--- config.mk ---
export PLATFORM = sky130hd
export DESIGN_NAME = cs_select_unit
export DESIGN_NICKNAME = d
export VERILOG_FILES = /design/src/rtl/cs_pkg.sv /design/src/rtl/cs_chan_decode.sv /design/src/rtl/cs_term_ctrl.sv /design/src/rtl/cs_select_unit.sv
export SDC_FILE = /design/constraint.sdc
export NUM_CORES = 1
export LEC_CHECK = 0
export ABC_AREA = 1
export ABC_CLOCK_PERIOD_IN_PS = 2600
export BUFFER_PORTS_ARGS = -buffer_cell sky130_fd_sc_hd__buf_2
export CELL_PAD_IN_SITES_DETAIL_PLACEMENT = 0
export CELL_PAD_IN_SITES_GLOBAL_PLACEMENT = 1
export CORE_AREA = 2 2 106 108
export CTS_CLUSTER_DIAMETER = 150
export DETAILED_ROUTE_END_ITERATION = 16
export DIE_AREA = 0 0 108 110
export PLACE_DENSITY = 0.78
export SETUP_SLACK_MARGIN = 0.5
export SLEW_MARGIN = 20
export SYNTH_ARGS = -nofsm -noshare
export SYNTH_HDL_FRONTEND = slang
export SYNTH_HIERARCHICAL = 1
export SYNTH_SLANG_ARGS = --single-unit
--- constraint.sdc ---
create_clock -name clk -period 2.6 [get_ports clk]
set_input_delay 0.39 -clock clk [delete_from_list [all_inputs] [get_ports clk]]
set_output_delay 0.39 -clock clk [all_outputs]
set_load 0.1 [all_outputs]
--- src/rtl/cs_pkg.sv ---
`timescale 1ns/1ps
package cs_pkg;
  localparam int BLK_LG_MIN = 11;   // smallest region: 2K bytes
  localparam int TERM_W     = 4;
  localparam logic [TERM_W-1:0] TERM_FAST = 4'd14;
  localparam logic [TERM_W-1:0] TERM_EXT  = 4'd15;
  localparam int OPT_W      = 15;

  typedef enum logic [1:0] {
    SP_CPU   = 2'b00,
    SP_USER  = 2'b01,
    SP_SUPER = 2'b10,
    SP_BOTH  = 2'b11
  } space_e;

  typedef struct packed {
    logic [1:0]        lanes;    // 14:13
    logic [1:0]        dir;      // 12:11 (bit 11 read, bit 12 write)
    logic              ds_sync;  // 10
    logic [TERM_W-1:0] term;     // 9:6
    logic [1:0]        space;    // 5:4
    logic [2:0]        level;    // 3:1
    logic              avec;     // 0
  } cs_opt_t;

  // number of compared base bits masked off for a size code
  function automatic int blk_ignore(input logic [2:0] code);
    case (code)
      3'd0:    return 0;
      3'd1:    return 2;
      3'd2:    return 3;
      3'd3:    return 5;
      default: return int'(code) + 2;
    endcase
  endfunction
endpackage

--- src/rtl/cs_chan_decode.sv ---
`timescale 1ns/1ps
module cs_chan_decode
  import cs_pkg::*;
#(
  parameter int ADDR_W = 24,
  localparam int CMP_W  = ADDR_W - BLK_LG_MIN,
  localparam int BASE_W = CMP_W + 3
) (
  input  logic [BASE_W-1:0]          base_i,
  input  logic [1:0]                 lanes_i,
  input  logic [1:0]                 dir_i,
  input  logic [1:0]                 space_sel_i,
  input  logic [2:0]                 level_sel_i,
  input  logic                       cs_en_i,
  input  logic [ADDR_W-1:BLK_LG_MIN] addr_i,
  input  logic                       read_i,
  input  logic                       lane_hi_i,
  input  logic                       lane_lo_i,
  input  logic [1:0]                 space_i,
  input  logic [2:0]                 level_i,
  output logic                       hit_o,
  output logic                       iack_o
);
  logic [CMP_W-1:0] diff;
  logic addr_ok, lane_ok, dir_ok, sp_ok, lvl_ok;
  int   ign;

  always_comb begin
    ign  = blk_ignore(base_i[2:0]);
    diff = '0;
    for (int b = 0; b < CMP_W; b++) begin
      if (b >= ign) diff[b] = addr_i[b + BLK_LG_MIN] ^ base_i[b + 3];
    end
  end

  assign iack_o  = (space_i == SP_CPU);
  assign addr_ok = ~|diff;
  assign lane_ok = |(lanes_i & {lane_hi_i, lane_lo_i});
  assign dir_ok  = read_i ? dir_i[0] : dir_i[1];
  assign sp_ok   = iack_o ? (space_sel_i == SP_CPU)
                          : ((space_sel_i == space_i) || (space_sel_i == SP_BOTH));
  assign lvl_ok  = !iack_o || (level_sel_i == 3'd0) || (level_sel_i == level_i);
  assign hit_o   = cs_en_i && addr_ok && lane_ok && dir_ok && sp_ok && lvl_ok;
endmodule

--- src/rtl/cs_term_ctrl.sv ---
`timescale 1ns/1ps
module cs_term_ctrl
  import cs_pkg::*;
#(
  parameter int N_CH = 4
) (
  input  logic                     clk,
  input  logic                     rst,
  input  logic                     strobe_i,
  input  logic [N_CH-1:0]          hit_i,
  input  logic [N_CH*TERM_W-1:0]   term_i,
  input  logic [N_CH-1:0]          wide_i,
  input  logic [N_CH-1:0]          avec_i,
  output logic                     ack_o,
  output logic                     wide_o,
  output logic                     avec_o
);
  logic              any_hit, w_wide, w_avec, fire;
  logic [TERM_W-1:0] w_term, tgt, cnt;

  // lowest index wins: scan downwards so it overrides last
  always_comb begin
    any_hit = 1'b0;
    w_term  = '0;
    w_wide  = 1'b0;
    w_avec  = 1'b0;
    for (int i = N_CH - 1; i >= 0; i--) begin
      if (hit_i[i]) begin
        any_hit = 1'b1;
        w_term  = term_i[i*TERM_W +: TERM_W];
        w_wide  = wide_i[i];
        w_avec  = avec_i[i];
      end
    end
  end

  assign tgt  = (w_term == TERM_FAST) ? '0 : w_term + 1'b1;
  assign fire = any_hit && (w_term != TERM_EXT) && (cnt == tgt);

  always_ff @(posedge clk) begin
    if (rst || !strobe_i) begin
      cnt    <= '0;
      ack_o  <= 1'b0;
      wide_o <= 1'b0;
      avec_o <= 1'b0;
    end else begin
      cnt    <= (&cnt) ? cnt : cnt + 1'b1;
      ack_o  <= fire && !w_avec;
      avec_o <= fire && w_avec;
      wide_o <= fire && w_wide;
    end
  end
endmodule

--- src/rtl/cs_select_unit.sv ---
`timescale 1ns/1ps
module cs_select_unit
  import cs_pkg::*;
#(
  parameter int N_CH   = 4,
  parameter int ADDR_W = 24
) (
  input  logic                              clk,
  input  logic                              rst,
  input  logic [N_CH*(ADDR_W-8)-1:0]        cfg_base,
  input  logic [N_CH*15-1:0]                cfg_opt,
  input  logic [N_CH*2-1:0]                 cfg_pin,
  input  logic [ADDR_W-1:11]                bus_addr,
  input  logic                              bus_read,
  input  logic                              lane_hi,
  input  logic                              lane_lo,
  input  logic [1:0]                        bus_space,
  input  logic [2:0]                        iack_level,
  input  logic                              addr_strobe,
  input  logic                              data_strobe,
  output logic [N_CH-1:0]                   cs_n,
  output logic                              ack,
  output logic                              ack_wide,
  output logic                              autovec
);
  localparam int BASE_W = ADDR_W - BLK_LG_MIN + 3;

  logic [N_CH-1:0]        hit, wide, avec_req;
  logic [N_CH*TERM_W-1:0] terms;

  for (genvar i = 0; i < N_CH; i++) begin : g_ch
    cs_opt_t opt;
    logic    iack;
    assign opt = cs_opt_t'(cfg_opt[i*OPT_W +: OPT_W]);

    cs_chan_decode #(.ADDR_W(ADDR_W)) u_dec (
      .base_i      (cfg_base[i*BASE_W +: BASE_W]),
      .lanes_i     (opt.lanes),
      .dir_i       (opt.dir),
      .space_sel_i (opt.space),
      .level_sel_i (opt.level),
      .cs_en_i     (cfg_pin[2*i+1]),
      .addr_i      (bus_addr),
      .read_i      (bus_read),
      .lane_hi_i   (lane_hi),
      .lane_lo_i   (lane_lo),
      .space_i     (bus_space),
      .level_i     (iack_level),
      .hit_o       (hit[i]),
      .iack_o      (iack)
    );

    assign wide[i]                   = cfg_pin[2*i];
    assign avec_req[i]               = opt.avec && iack;
    assign terms[i*TERM_W +: TERM_W] = opt.term;

    always_ff @(posedge clk) begin
      if (rst) cs_n[i] <= 1'b1;
      else     cs_n[i] <= !(hit[i] && (opt.ds_sync ? data_strobe : addr_strobe));
    end
  end

  cs_term_ctrl #(.N_CH(N_CH)) u_term (
    .clk      (clk),
    .rst      (rst),
    .strobe_i (addr_strobe),
    .hit_i    (hit),
    .term_i   (terms),
    .wide_i   (wide),
    .avec_i   (avec_req),
    .ack_o    (ack),
    .wide_o   (ack_wide),
    .avec_o   (autovec)
  );
endmodule

# ---- Word-level counts from Yosys, hierarchy flattened
# Index checks and enable logic that the tools add are counted.
dict set report totals {
  reg_bits 11
}
dict set report classes {
  bitwise_logic 56
  eq_ne 27
  muxes 85
  n_addsub 6
  n_reduce_logical 79
  n_lt_le_gt_ge 52
}
# operator n
set op_table {}
lappend op_table {{$ge A5 B32 Y1 const A} 20}
lappend op_table {{$ge A4 B32 Y1 const A} 16}
lappend op_table {{$pmux W32 S4} 4}
lappend op_table {{$ge A3 B32 Y1 const A} 8}
lappend op_table {{$ge A1 B32 Y1 const A} 4}
lappend op_table {{$ge A2 B32 Y1 const A} 4}
lappend op_table {{$mux W1} 76}
lappend op_table {{$reduce_or A13 Y1} 4}
lappend op_table {{$xor A1 B1 Y1} 52}
lappend op_table {{$logic_and A1 B1 Y1} 33}
lappend op_table {{$eq A3 B2 Y1 const B} 8}
lappend op_table {{$logic_not A3 Y1} 8}
lappend op_table {{$mux W4} 5}
lappend op_table {{$add A3 B2 Y4 const B} 4}
lappend op_table {{$logic_or A1 B1 Y1} 13}
lappend op_table {{$eq A3 B1 Y1 const B} 4}
lappend op_table {{$eq A3 B3 Y1} 4}
lappend op_table {{$logic_not A1 Y1} 11}
lappend op_table {{$logic_not A2 Y1} 5}
lappend op_table {{$add A4 B1 Y4 const B} 2}
lappend op_table {{$and A2 B2 Y2} 4}
lappend op_table {{$eq A2 B2 Y1} 4}
lappend op_table {{$eq A2 B2 Y1 const B} 4}
lappend op_table {{$reduce_or A2 Y1} 4}
lappend op_table {{other kinds (4)} 4}

# ---- Longest topological paths before layout
# Gate-level depths: netlist (run 1).
dict set report depth {
  word_depth 20
  mapped_depth 23
  depth_no_buf 23
}

# ---- By module
# The synthesis (run 1) kept the hierarchy.
# module area_each_um2 cells_per_inst instances seq_area_each_um2
set by_module_without_submodules {}
lappend by_module_without_submodules {cs_chan_decode 452.9 111 4 0.0}
lappend by_module_without_submodules {cs_term_ctrl 684.4 123 1 140.1}
lappend by_module_without_submodules {cs_select_unit 212.7 38 1 80.1}

# ---- Least setup slack after synthesis (run 1)
# OpenSTA, ideal clock, no wires.
dict set report synth_path {
  path_kind {input to register}
  start {in cfg_base[46]}
  end {reg u_term.avec_o}
  setup_slack_ns 0.471
  path_buffers 0
  cell_stages 22
  setup_time_ns 0.064
  t_arrival_ns 2.065
  path_cell_list {inv_1 nand2_1 nand2_1 nor2_1 nand2_1 nor2_1 nand3_1 nor2_1 inv_2 nand2_2 nand3_2 nand2_1 nand2_2 nor2_2 nand2_1 nand2_1 nand2_1 nand2_1 nand2_1 nor2_2 nand2_2 nor2_1}
}
dict set report synth_via {
  elab_chain_cells 17
}
# element line
set synth_lines {}
lappend synth_lines {{from (decl)} cs_select_unit.sv:10} ;# input logic [N_CH*(ADDR_W-8)-1:0] cfg_base,
lappend synth_lines {{$xor A1 B1 Y1 (*)} cs_chan_decode.sv:32} ;# if (b >= ign) diff[b] = addr_i[b + BLK_LG_MIN] ^ base_i[b + 3];
lappend synth_lines {{$mux W1 (*)} cs_chan_decode.sv:32}
lappend synth_lines {{$reduce_or A13 Y1 (*)} cs_chan_decode.sv:37} ;# assign addr_ok = ~|diff;
lappend synth_lines {{$logic_not A1 Y1 (*)} cs_chan_decode.sv:37}
lappend synth_lines {{$logic_and A1 B1 Y1 (*) (5 in a row)} cs_chan_decode.sv:43} ;# assign hit_o = cs_en_i && addr_ok && lane_ok && dir_ok && sp_ok && lvl_ok;
lappend synth_lines {{net hit[2]} cs_select_unit.sv:28} ;# logic [N_CH-1:0] hit, wide, avec_req;
lappend synth_lines {{$mux W4 (3 in a row)} cs_term_ctrl.sv:28} ;# if (hit_i[i]) begin
lappend synth_lines {{$add A4 B1 Y4 / $eq A4 B4 Y1 (equally long branches)} cs_term_ctrl.sv:37} ;# assign tgt = (w_term == TERM_FAST) ? '0 : w_term + 1'b1;
lappend synth_lines {{$mux W4} cs_term_ctrl.sv:37}
lappend synth_lines {{$eq A4 B4 Y1} cs_term_ctrl.sv:38} ;# assign fire = any_hit && (w_term != TERM_EXT) && (cnt == tgt);
lappend synth_lines {{$logic_and A1 B1 Y1} cs_term_ctrl.sv:38}
lappend synth_lines {{$logic_and A1 B1 Y1 (*)} cs_term_ctrl.sv:49} ;# avec_o <= fire && w_avec;
lappend synth_lines {{to (signal assigned)} cs_term_ctrl.sv:49}
lappend synth_lines {{to (decl)} cs_term_ctrl.sv:16} ;# output logic avec_o
# The timed path passes the listed nets; every way through them passes the cells marked *.
# A chain may end at the register's enable or synchronous reset.

# ---- Worst setup path after layout (run 1)
dict set report layout_path {
  start {in bus_addr[22] (netlist bit)}
  end {reg u_term.avec_o}
}
# element line
set layout_lines {}
lappend layout_lines {{from (decl)} cs_select_unit.sv:13} ;# input logic [ADDR_W-1:11] bus_addr,
lappend layout_lines {{$xor A1 B1 Y1 (*)} cs_chan_decode.sv:32}
lappend layout_lines {{$mux W1 (*)} cs_chan_decode.sv:32}
lappend layout_lines {{$reduce_or A13 Y1 (*)} cs_chan_decode.sv:37}
lappend layout_lines {{$logic_not A1 Y1 (*)} cs_chan_decode.sv:37}
lappend layout_lines {{$logic_and A1 B1 Y1 (*) (5 in a row)} cs_chan_decode.sv:43}
lappend layout_lines {{net hit[2]} cs_select_unit.sv:28}
lappend layout_lines {{$mux W4 (3 in a row)} cs_term_ctrl.sv:28}
lappend layout_lines {{$add A4 B1 Y4 / $eq A4 B4 Y1 (equally long branches)} cs_term_ctrl.sv:37}
lappend layout_lines {{$mux W4} cs_term_ctrl.sv:37}
lappend layout_lines {{$eq A4 B4 Y1} cs_term_ctrl.sv:38}
lappend layout_lines {{$logic_and A1 B1 Y1} cs_term_ctrl.sv:38}
lappend layout_lines {{$logic_and A1 B1 Y1 (*)} cs_term_ctrl.sv:49}
# Marks and branches as above.

==> impl_metrics.env, run 1 <==
export IMPL_status="finished clean"
export IMPL_finClkSkew_ps=1.67
export IMPL_synth_area_mm2=0.00271
export IMPL_p_clk_frac=0.204
export IMPL_io_pins=164
export IMPL_ys_top_cells_by_count="nand2_1 (284), inv_1 (138), nor2_1 (66)"
export IMPL_synth_most_common_cell="nand2_1"
export IMPL_grt_pass1_vias=3378
export IMPL_finalCritPeriodShare=0.834
export IMPL_leakage_uw=0.00282
export IMPL_die_h_um=110
export IMPL_grt_max_degree=9
export IMPL_tritoncts="yes"
export IMPL_drt_drc_violations_left=0
export IMPL_cts_root_buf="clkbuf_8"
export IMPL_critPathArrivalTime_ps=2340
export IMPL_diodes=0
export IMPL_p_sw_frac=0.379
export IMPL_hold_depth=3
export IMPL_synth_top_area_share=0.394
export IMPL_drt_initial_drc_count=173
export IMPL_required_ps=2770
export IMPL_cts_buffers_inserted=3
export IMPL_finalHoldViolations=0
export IMPL_ant_nets=0
export IMPL_critPathKind="input port to flop"
export IMPL_cts_sinks=11
export IMPL_core_area_mm2=0.0107
export IMPL_synth_seq_area_share=0.0813
export IMPL_hp_class="input port to flop"
export IMPL_cp_max_fo=8
export IMPL_ys_ff_latch=11
export IMPL_fp_dieW_um=108
export IMPL_ys_warn_count=6
export IMPL_synth_cell_types=25
export IMPL_rows=38
export IMPL_antenna_found_initial=0
export IMPL_first_pass_iters=4
export IMPL_grt_use_total=0.156
export IMPL_vdd_drop_max_mv=0.175
export IMPL_ys_flop_type="dfxtp_1"
export IMPL_cts_buffer_depth=2
export IMPL_r2r_end="u_term/cnt[0]"
export IMPL_cap_violations=0
export IMPL_crit_start="bus_addr[22]"
export IMPL_synthTopCellsByArea="nand2_1 (39%), inv_1 (19%), nor2_1 (9.1%)"
export IMPL_worstReg2RegStart="u_term/cnt[0]"
export IMPL_wirelength_um=9980
export IMPL_critPathCapture="u_term/avec_o"
export IMPL_max_freq_mhz=461
export IMPL_fin_nets=953
export IMPL_fin_cells=934
export IMPL_vias_per_cell=4.11
export IMPL_dieArea_mm2=0.0119
export IMPL_finalMaxSlewViolations=0
export IMPL_grt_pass1_wl_um=15000
export IMPL_slew_headroom=0.677
export IMPL_reg2reg_depth=6
export IMPL_reg2reg_setup_slack_ps=1370
export IMPL_end_kind="flop"
export IMPL_vias=3841
export IMPL_synthesis_instances=605
export IMPL_area_growth_pct=68.2
export IMPL_place_inst=911
export IMPL_tightest_slew_ps=488
export IMPL_dp_hpwl_um=8420
export IMPL_clkSlewWorstSetupHoldPaths_ps=50
export IMPL_yosysTopAreaCell="nand2_1"
export IMPL_synth_edf_count=0
export IMPL_pwr_share_comb=0.583
export IMPL_wl_per_cell_um=10.7
export IMPL_insertion_delay_ps=230
export IMPL_powerDensity_mw_per_mm2=178
export IMPL_period_minus_slack_ps=2170
export IMPL_finalSetupViolations=0
export IMPL_start_util=0.253
export IMPL_rsz0062_at_grt="true"
export IMPL_synth_async_reset_ratio=0
export IMPL_overflow=0
export IMPL_numPortBuffers=163
export IMPL_gp_congestion=0.871
export IMPL_p_int_uw=504
export IMPL_p_sw_uw=307
export IMPL_synth_nets=763
export IMPL_drive_gt1_frac=0.393
export IMPL_setup_tns_final_ps=0
export IMPL_start_kind="input port"
export IMPL_total_power_uw=811
export IMPL_ctsHtreeMaxLevel=1
export IMPL_avgSynthCellArea_um2=4.48
export IMPL_nFillCells=1206
export IMPL_seqPwrFrac=0.213
worst min path at each step:
stage	slack, ps	startpoint	end
final	400	cfg_opt[40]	cs_n[2]
after global routing	390	cfg_opt[25]	cs_n[1]
after CTS	390	cfg_opt[55]	cs_n[3]
after detailed placement	510	u_term/cnt[0]	u_term/cnt[0]
after global placement	510	u_term/cnt[0]	u_term/cnt[0]
after floorplan	470	u_term/cnt[0]	u_term/cnt[0]
state kept, by name (all words and copies together) (netlist names):
register and cells:
cs_n 4, u_term/ack_o 1, u_term/avec_o 1, u_term/wide_o 1, u_term/cnt 4
logic make-up (layout without fill, tap and decap cells):
logic type,Yosys count,in the layout,synth area share
adder cells (fa/ha/maj),1,1,0.00462
AO/OA/AOI/OAI,28,28,0.0619
XOR/XNOR,16,16,0.0517
AND/OR/NAND/NOR,405,405,0.597
flip-flops,11,11,0.0813
buffers and inverters,144,333,0.204
per-layer routing:
metal  up-vias  global-route usage  part of all wire
li1       2131                   -                 -
met1      1610               0.195              0.44
met2        98               0.296              0.50
met3         2              0.0200             0.056
met4         0              0.0110            0.0021
met5         -                   0                 0
area by class of cell:
cell class,count,area (µm²),area share
inverter,142,554,0.122
tap,140,175,0.0384
multi-input combinational,450,2370,0.520
timing repair buffer,187,1190,0.262
sequential,11,220,0.0483
clock buffer,4,45.0,0.00988
layout by cell type (no fill, tap or decap), drive strengths merged, types with 2 or more instances in the layout:
cell type,count
buf,187
a21oi,13
clkbuf,4
nand3,36
nor3,2
nand2,289
a21boi,5
o21ai,7
dfxtp,11
nor2,73
xor2,4
or2,4
inv,140
xnor2,12
power by group through the flow:
stage / combinational [µW] / clock (µW) / sequential [µW]
global placement: 403 / 0 / 176
global route: 540 / 182 / 173
floorplan: 196 / 0 / 175
detailed placement: 402 / 0 / 176
CTS: 420 / 172 / 172
finish: 473 / 165 / 173
stage by stage:
step | hold WS (ps) | setup WS [ps] | area [µm²] | utilization
floorplan | 466 | 529 | 2710 | -
global placement | 505 | 79.0 | 3720 | 0.348
finish | 396 | 431 | 4560 | 0.426
CTS | 385 | 422 | 3980 | 0.372
detailed placement | 514 | 63.7 | 3720 | 0.348
global route | 393 | 237 | 4560 | 0.426
critical path: stages:
cell	delay [ps]
buf_8	120
nand2_1	60
nand2_1	50
nor2_1	110
nand2_1	90
nor2_4	140
nand3_2	110
nor2_4	190
inv_4	80
nand2_1	70
nand3_1	60
nand2_1	110
nand2_4	90
inv_4	90
nand2_2	60
nand2_2	70
nand2_1	50
nand2_1	70
nand3_2	60
nor2_2	110
nand2_2	70
nor2_1	80
timing repair:
action,CTS,global route
cloned,1,0
hold buffers,0,0
setup buffers,9,9
pin swaps,18,82
resized for setup,43,154
setup endpoints to repair,3,3
Note: power is estimated with default switching activity, not from simulation.
==> run 2, diff against run 1 <==
--- a/config.mk
+++ b/config.mk
@@ -6,15 +6,15 @@
 export NUM_CORES = 1
 export LEC_CHECK = 0
 export ABC_AREA = 1
-export ABC_CLOCK_PERIOD_IN_PS = 2600
+export ABC_CLOCK_PERIOD_IN_PS = 1800
 export BUFFER_PORTS_ARGS = -buffer_cell sky130_fd_sc_hd__buf_2
 export CELL_PAD_IN_SITES_DETAIL_PLACEMENT = 0
 export CELL_PAD_IN_SITES_GLOBAL_PLACEMENT = 1
-export CORE_AREA = 2 2 106 108
+export CORE_AREA = 2 2 110 112
 export CTS_CLUSTER_DIAMETER = 150
 export DETAILED_ROUTE_END_ITERATION = 16
-export DIE_AREA = 0 0 108 110
-export PLACE_DENSITY = 0.78
+export DIE_AREA = 0 0 112 114
+export PLACE_DENSITY = 0.76
 export SETUP_SLACK_MARGIN = 0.5
 export SLEW_MARGIN = 20
 export SYNTH_ARGS = -nofsm -noshare
==> constraint.sdc (replaced) <==
create_clock -name clk -period 1.8 [get_ports clk]
set_input_delay 0.27 -clock clk [delete_from_list [all_inputs] [get_ports clk]]
set_output_delay 0.27 -clock clk [all_outputs]
set_load 0.1 [all_outputs]
==> impl_metrics.env, run 2 (synthesized netlist as in run 1, its figures left out) <==
export IMPL_status="complete, but fails checks"
export IMPL_violations="negative setup slack"
export IMPL_ctsHoldBuffers=0
export IMPL_dieArea_mm2=0.0128
export IMPL_first_pass_iters=4
export IMPL_worst_slack_ps=-281
export IMPL_core_area_mm2=0.0117
export IMPL_cts_sinks=11
export IMPL_period_minus_slack_ps=2080
export IMPL_hold_depth=3
export IMPL_r2r_end="u_term/cnt[0]"
export IMPL_drt_initial_drc_count=127
export IMPL_leakage_uw=0.00288
export IMPL_start_kind="input port"
export IMPL_finalHoldViolations=0
export IMPL_area_growth_pct=72.1
export IMPL_layout_commonest_cell="nand2_1"
export IMPL_vias=3891
export IMPL_slew_headroom=0.672
export IMPL_die_h_um=114
export IMPL_wl_per_cell_um=10.6
export IMPL_vias_per_cell=4.05
export IMPL_fp_dieW_um=112
export IMPL_cts_buffer_depth=2
export IMPL_layout_top_registers="cs_n x4, u_term/cnt x4"
export IMPL_cts_buffers_inserted=3
export IMPL_vdd_drop_max_mv=0.347
export IMPL_antenna_found_initial=0
export IMPL_rows=40
export IMPL_tritoncts="yes"
export IMPL_insertion_delay_ps=240
export IMPL_ctsHtreeMaxLevel=1
export IMPL_start_util=0.231
export IMPL_total_power_uw=1340
export IMPL_end_kind="flop"
export IMPL_grt_pass1_wl_um=15900
export IMPL_grt_pass1_vias=3589
export IMPL_final_area_mm2=0.00466
export IMPL_rsz0062_at_grt="true"
export IMPL_max_freq_mhz=481
export IMPL_required_ps=1970
export IMPL_finalCritPeriodShare=1.16
export IMPL_min_from="cfg_opt[40]"
export IMPL_critPathKind="input port to flop"
export IMPL_critPathArrivalTime_ps=2250
export IMPL_hold_path_end="cs_n[2]"
export IMPL_dp_hpwl_um=8640
export IMPL_gp_congestion=0.837
export IMPL_drive_gt1_frac=0.407
export IMPL_tightest_slew_ps=496
export IMPL_wirelength_um=10100
export IMPL_diodes=0
export IMPL_grt_max_degree=9
export IMPL_finalMaxSlewViolations=0
export IMPL_cts_root_buf="clkbuf_16"
export IMPL_nFillCells=1392
export IMPL_worstReg2RegStart="u_term/cnt[0]"
export IMPL_overflow=0
export IMPL_drt_drc_violations_left=0
export IMPL_powerDensity_mw_per_mm2=288
export IMPL_mostFrequentLayoutCells="nand2_1 (250), buf_2 (143), inv_1 (118)"
export IMPL_reg2reg_depth=6
export IMPL_reg2reg_setup_slack_ps=630
export IMPL_io_pins=164
export IMPL_placed_area_mm2=0.00391
export IMPL_clkSlewWorstSetupHoldPaths_ps=40
export IMPL_grt_use_total=0.148
export IMPL_fin_nets=972
export IMPL_cap_violations=0
export IMPL_numPortBuffers=163
export IMPL_cp_max_fo=8
export IMPL_finalSetupViolations=3
export IMPL_ant_nets=0
export IMPL_finClkSkew_ps=2.58
export IMPL_hp_class="input port to flop"
==> run 2: cell types whose count changed in the layout (fill, tap and decap cells not counted), moves of 4 or more <==
cell     before  now
nand2_4       9    2
nand2_1     241  250
inv_2        16   21
buf_2       139  143
nor2_4       13    7
a21oi_2       1    5
nor2_2       19   27
buf_6        18   30
==> run 2: critical path, cell delays in order <==
cell and delay [ps]:
buf_12 110, nand2_1 80, nand2_2 50, nor2_2 110
nand2_1 60, nor2_1 120, nand3_1 130, nor2_2 200
buf_6 170, nand2_2 70, a21boi_4 150, buf_4 140
buf_4 120, nand3b_1 90, nand3_2 80, nor2_2 120
nand2_2 80, nor2_1 110
==> run 2: layout make-up <==
class	count	area, µm²	share of cell area
multi-input cells	450	2260	0.485
well taps	147	184	0.0395
inverters	142	543	0.116
flip-flops and latches	11	223	0.0478
repair buffers	206	1370	0.294
clock buffers	4	78.8	0.0169
==> run 2: worst max path at each step <==
stage                 startpoint       endpoint  slack [ps]  cells past startpoint
floorplan           cfg_base[46]  u_term/avec_o         -70                     22
global placement    bus_addr[21]  u_term/avec_o        -570                     22
detailed placement  bus_addr[21]  u_term/avec_o        -570                     22
CTS                 bus_space[0]  u_term/avec_o        -280                     23
global route        cfg_base[14]  u_term/avec_o        -430                     19
finish                  bus_read  u_term/avec_o        -280                     18
==> run 2: power by group <==
group	total, µW	switching, µW	leakage (µW)	internal (µW)
sequential	251	3.58	0.0000898	247
clock	406	108	0.0000382	297
combinational	686	349	0.00276	337
==> run 2: metrics by stage <==
| step | setup slack, ps | instances | util | TNS, ps | hold WS, ps |
|---|---|---|---|---|---|
| 2_1_floorplan | -67.8 | 605 | - | -203 | 371 |
| 3_3_place_gp | -567 | 940 | 0.334 | -1700 | 504 |
| 3_5_place_dp | -574 | 940 | 0.334 | -1720 | 507 |
| 4_1_cts | -280 | 950 | 0.361 | -829 | 263 |
| 5_1_grt | -425 | 960 | 0.398 | -1220 | 279 |
| 6_report | -281 | 960 | 0.398 | -786 | 261 |
==> run 2: timing repair <==
action,4_1_cts,5_1_grt
endpoints found under the setup margin,7,8
pin swaps,32,51
resized for setup,61,116
buffers inserted,6,10
==> run 2: layer usage <==
layer	routed length, µm	share of wire	GRT usage	up-vias
li1	-	-	-	2168
met3	664	0.066	0.0313	8
met2	4980	0.49	0.283	110
met1	4400	0.43	0.178	1605
met5	0	0	0	-
met4	89	0.0088	0.0138	0
